<file path="src/rtl/irq_arb_pkg.sv">
package irq_arb_pkg;

  localparam int DEF_NSLOT = 16;
  localparam logic [DEF_NSLOT-1:0] DEF_RSVD = 16'h0382;
  localparam int DEF_IDLE = 1;

  typedef enum logic [3:0] {
    SL_TRAP    = 4'd0,
    SL_RSV_A   = 4'd1,
    SL_EXT     = 4'd2,
    SL_TMR0    = 4'd3,
    SL_TMR1_UF = 4'd4,
    SL_TMR1_CP = 4'd5,
    SL_SERIAL  = 4'd6,
    SL_RSV_B   = 4'd7,
    SL_RSV_C   = 4'd8,
    SL_RSV_D   = 4'd9,
    SL_TMR2_UF = 4'd10,
    SL_TMR2_CP = 4'd11,
    SL_TMR3_UF = 4'd12,
    SL_TMR3_CP = 4'd13,
    SL_LOW_A   = 4'd14,
    SL_LOW_B   = 4'd15
  } slot_e;

endpackage

</file>
<file path="src/rtl/irq_pend_bank.sv">
module irq_pend_bank #(
  parameter int NSLOT = 16,
  parameter logic [NSLOT-1:0] RSVD_MASK = '0
) (
  input  logic             clk,
  input  logic             rst,
  input  logic [NSLOT-1:0] src_evt,
  input  logic [NSLOT-1:0] pend_clr,
  input  logic             en_wr,
  input  logic [NSLOT-1:0] en_din,
  output logic [NSLOT-1:0] pend_q,
  output logic [NSLOT-1:0] en_q
);

  // Slot 0 belongs to the trap; reserved slots hold no state.
  localparam logic [NSLOT-1:0] LIVE = ~RSVD_MASK & ~{{(NSLOT-1){1'b0}}, 1'b1};

  always_ff @(posedge clk) begin
    if (rst) begin
      pend_q <= '0;
      en_q   <= '0;
    end else begin
      // event beats clear on the same bit
      pend_q <= ((pend_q & ~pend_clr) | src_evt) & LIVE;
      if (en_wr) en_q <= en_din & LIVE;
    end
  end

endmodule

</file>
<file path="src/rtl/irq_prio_pick.sv">
module irq_prio_pick #(
  parameter int NSLOT = 16,
  localparam int VW = $clog2(NSLOT)
) (
  input  logic [NSLOT-1:0] req,
  output logic             hit,
  output logic [VW-1:0]    idx
);

  always_comb begin
    hit = |req;
    idx = '0;
    for (int i = NSLOT - 1; i >= 0; i--) begin
      if (req[i]) idx = VW'(i);
    end
  end

endmodule

</file>
<file path="src/rtl/irq_vec_arbiter.sv">
module irq_vec_arbiter
  import irq_arb_pkg::*;
#(
  parameter int NSLOT = DEF_NSLOT,
  parameter logic [NSLOT-1:0] RSVD_MASK = DEF_RSVD,
  parameter int IDLE_VEC = DEF_IDLE,
  localparam int VW = $clog2(NSLOT)
) (
  input  logic             clk,
  input  logic             rst,
  input  logic [NSLOT-1:0] src_evt,
  input  logic [NSLOT-1:0] pend_clr,
  input  logic             en_wr,
  input  logic [NSLOT-1:0] en_din,
  input  logic             trap_req,
  input  logic             gie_set,
  input  logic             reti,
  output logic             gie_o,
  output logic [NSLOT-1:0] pend_o,
  output logic [NSLOT-1:0] en_o,
  output logic             ack_o,
  output logic             push_o,
  output logic [VW-1:0]    vec_o
);

  localparam logic [VW-1:0] IDLE_IDX = VW'(IDLE_VEC);
  localparam logic [VW-1:0] TRAP_IDX = VW'(SL_TRAP);

  logic [NSLOT-1:0] pend_q, en_q, req;
  logic             gie_q, trap_q, ack_q, hit;
  logic [VW-1:0]    win_idx, vec_q;

  irq_pend_bank #(.NSLOT(NSLOT), .RSVD_MASK(RSVD_MASK)) u_bank (
    .clk      (clk),
    .rst      (rst),
    .src_evt  (src_evt),
    .pend_clr (pend_clr),
    .en_wr    (en_wr),
    .en_din   (en_din),
    .pend_q   (pend_q),
    .en_q     (en_q)
  );

  // maskable slots need the global enable; the trap sits in slot 0 without it
  always_comb begin
    req    = pend_q & en_q & {NSLOT{gie_q}};
    req[0] = trap_q;
  end

  irq_prio_pick #(.NSLOT(NSLOT)) u_pick (
    .req (req),
    .hit (hit),
    .idx (win_idx)
  );

  always_ff @(posedge clk) begin
    if (rst) begin
      gie_q  <= 1'b0;
      trap_q <= 1'b0;
      ack_q  <= 1'b0;
      vec_q  <= IDLE_IDX;
    end else begin
      ack_q <= hit;
      vec_q <= hit ? win_idx : IDLE_IDX;
      if (hit)                 gie_q <= 1'b0;
      else if (reti | gie_set) gie_q <= 1'b1;
      if (trap_req)                        trap_q <= 1'b1;
      else if (hit && win_idx == TRAP_IDX) trap_q <= 1'b0;
    end
  end

  assign gie_o  = gie_q;
  assign pend_o = pend_q;
  assign en_o   = en_q;
  assign ack_o  = ack_q;
  assign push_o = ack_q;
  assign vec_o  = vec_q;

endmodule

</file>
<file path="config.mk">
export PLATFORM = sky130hd
export DESIGN_NAME = irq_vec_arbiter
export DESIGN_NICKNAME = d
export VERILOG_FILES = /design/src/rtl/irq_arb_pkg.sv /design/src/rtl/irq_pend_bank.sv /design/src/rtl/irq_prio_pick.sv /design/src/rtl/irq_vec_arbiter.sv
export SDC_FILE = /design/constraint.sdc
export NUM_CORES = 1
export LEC_CHECK = 0
export CAP_MARGIN = 20
export CORE_MARGIN = 4
export CORE_UTILIZATION = 36
export DETAILED_ROUTE_END_ITERATION = 12
export PLACE_DENSITY = 0.88
export SLEW_MARGIN = 20
export SYNTH_ARGS = -nofsm -noshare
export SYNTH_HDL_FRONTEND = slang
export SYNTH_SLANG_ARGS = --single-unit
</file>
<file path="constraint.sdc">
create_clock -name clk -period 2.4 [get_ports clk]
set_input_delay 0.24 -clock clk [delete_from_list [all_inputs] [get_ports clk]]
set_output_delay 0.24 -clock clk [all_outputs]
set_load 0.01 [all_outputs]
</file>
==> results.md <==
- Setup Buffers After CTS: 0
- Hold Slack: 0.480 ns
- CP Buf/Inv Count: 1
- Critical Path End: gie_o
- Final setup viols: 0
- Critical path's largest stage delay: around 0.59 ns
- Initial Util: between 30% and 40%
- Tightest Pin Transition: slightly below 0.7 ns
- Max Freq: 0.621 GHz
- Remaining antenna violation count: 0
- CP max-delay cell: clkdlybuf4s50_1
- Inst Count DP: 247
- Comb pwr share: 21.1%
- Seq/Total Area, Yosys: between 40 and 50%
- CTS tree: done
- Nets: around 260
- HPWL after DPL: 2510 microns
- Crit end category: primary output
- Crit path DAT: 1.37 ns
- Critical Path RT: around 2.2 ns
- Cell Pwr Density: around 530 mW/mm^2
- Most frequent cells in the layout: 67 x clkdlybuf4s50_1, 29 x dfxtp_1, 24 x nor2_1
- Fill count: 316
- Internal Power: 787 uW
- Clock Sinks: 29
- RR Endpoint: gie_o
- Worst hold path type: in2reg
- First-pass GRT wire length: approximately 4900 microns
- Worst R2R Setup Slack: 1.02 ns
- Cts repair resizes: 0
- Routed wire length per instance: 12.2 microns
- Area occupied by multi-input gates: 557 sq um
- IO buf count: between 60 and 70
- Commonest non-fill, non-tap cell in the layout: clkdlybuf4s50_1
- Fin. Hold Viols: 0
- DR vias: 1,174
- #FFs+latches synth: 29
- First-pass iteration count of the detailed router: 4
- Final Max Slew Viols: 0
- Die Ht: between 60 and 70 microns
- Initial antenna violation count: 0
- CP cell instances: clkdlybuf4s50_1
- Period utilization: 67.1%
- Startpoint types: flop
- Psw: ~260 uW
- Leakage power: ~0.86 nW
- Final RePlAce weighted congestion: 0.886
- Total negative setup slack: 0 ns
- Synth unique cells: 29
- H-tree levels: 2
- Synthesis-to-finish area growth: 58.2%
- Warnings, synthesis: 0
- Sw frac: 25.0%
- Max Cap Viol: 0
- WP depth: 1
- # hold bufs at CTS: 0
- Ratio of cells with drive above 1 in the final layout: under 10%
- FP Rows: 21
- Ports: 93
- Max-slew headroom: 54.2%
- Pin count of the biggest net entering global routing: 17
- Vias in the first global route: 1,165
- Die X: 66.9 microns
- Synth Cell Area: 0.00125 sq mm
- TritonCTS Buffers: 5
- RSZ-0062 raised after global routing: no
- Non-Filler Instances: 254
- RR Startpoint: u_bank.pend_q[14]
- Top delay family on crit path: buffers and inverters
- Worst-skew pair later-pin latency: 0.32 ns
- Crit. Startpoint: gie_o
- Clock power frac: a little over a quarter
- WL final: about 3100 microns
- Vias per cell: 4.62
- Gr usage total: 14.7%
- Clock slew at reported path FFs: roughly 0.080 ns
- DRC errors left: 0
- Register area: 581 sq um
- Buffer depth of the longest clock path: 2
- Congestion Overflow GR: 0
- Worst R2R Path Depth: 4
- Maximum vdd drop: ~0.28 mV
- Critical path class: reg2out
- Minimum clock period: 1.61 ns
- Root Driver: clkbuf_4
- Total power draw: 1.05 mW
- Post-Syn Instances: 139
- Ant diodes: 0
- Core ar.: 0.00334 sq mm
- Status: completed
- Worst Skew: 0.00559 ns
- Drt first-iter violations: 18
- Seq pwr share: 51.7%
- Full die area: roughly 0.0045 sq mm
- Worst-path maximum fanout: 7
- Syn_area_per_cell: between 8 and 9 sq um
[synth_stat cells]
cell type / n / area share (%)
a22oi_4: 2 / 3.4
inv_1: 11 / 3.3
o2111ai_1: 1 / 0.70
nor2_1: 24 / 7.2
buf_2: 1 / 0.40
a41oi_2: 1 / 1.3
nor4_1: 1 / 0.50
and2_1: 1 / 0.50
a211o_1: 1 / 0.70
inv_2: 1 / 0.30
buf_4: 11 / 6.6
nand3b_1: 2 / 1.2
a31oi_1: 1 / 0.50
nor4_2: 1 / 1.0
clkbuf_1: 1 / 0.30
nor2b_1: 1 / 0.50
a21oi_1: 15 / 6.0
buf_1: 2 / 0.60
mux2i_1: 11 / 8.8
a21o_1: 1 / 0.60
o21a_1: 1 / 0.60
nand2_1: 10 / 3.0
nand3_1: 1 / 0.40
a22o_1: 2 / 1.4
conb_1: 1 / 0.30
nor3_1: 2 / 0.80
nor3b_2: 1 / 1.0
dfxtp_1: 29 / 47
a32oi_1: 2 / 1.4
[layer usage]
metal	vias to the layer above	GRT usage, %	wire [microns]	share of wire (%)
met2	66	25.0	1450	47
li1	580	-	-	-
met3	7	6.24	350	11
met4	0	6.84	57	1.8
met5	-	0	0	0
met1	521	15.6	1240	40
[power groups by stage]
stage	Clock, mW	Combinational (mW)	Sequential (mW)
floorplan	0	0.0886	0.563
global placement	0	0.218	0.553
detailed placement	0	0.223	0.554
CTS	0.301	0.224	0.542
global route	0.326	0.240	0.548
finish	0.285	0.221	0.542
[flip-flops by register name (all words and copies together), names as in the netlist]
| register | cells |
|---|---|
| u_bank.pend_q | 11 |
| trap_q | 1 |
| vec_o | 4 |
| u_bank.en_q | 11 |
| ack_o | 1 |
| gie_o | 1 |
[cell type report]
type | count | area share, %
inverter | 12 | 2.28
multi-input combinational | 92 | 28.2
tap | 46 | 2.92
timing repair buffer | 68 | 34.4
sequential | 29 | 29.4
clock buffer | 7 | 2.79
[how the worst min path moves through the flow]
stage | slack [ns] | end | from | cells past startpoint
2_1_floorplan | 0.36 | u_bank.pend_q[10] | src_evt[10] | 2
3_3_place_gp | 0.49 | vec_o[2] | trap_q | 1
3_5_place_dp | 0.49 | vec_o[2] | trap_q | 1
4_1_cts | 0.47 | trap_q | trap_req | 2
5_1_grt | 0.45 | trap_q | trap_req | 2
6_report | 0.48 | trap_q | trap_req | 2
[kinds of logic (layout without fill, tap and decap cells)]
logic type      after synthesis  in the layout  synth area share (%)
compound gates               27             27                  16.7
other cells                   1             10                 0.301
buf+inv                      27             87                  11.5
flops                        29             29                  46.5
simple gates                 44             44                  16.1
mux                          11             11                  8.83
[metrics by stage]
| step | instance area [sq um] | utilization, % | setup slack (ns) |
|---|---|---|---|
| finish | 1970 | 59.1 | 0.790 |
| global route | 1970 | 59.1 | 0.702 |
| CTS | 1970 | 59.1 | 0.771 |
| detailed placement | 1920 | 57.5 | 0.740 |
| global placement | 1920 | 57.5 | 0.756 |
| floorplan | 1280 | - | 1.11 |
Note: power is estimated with default switching activity, not from simulation.
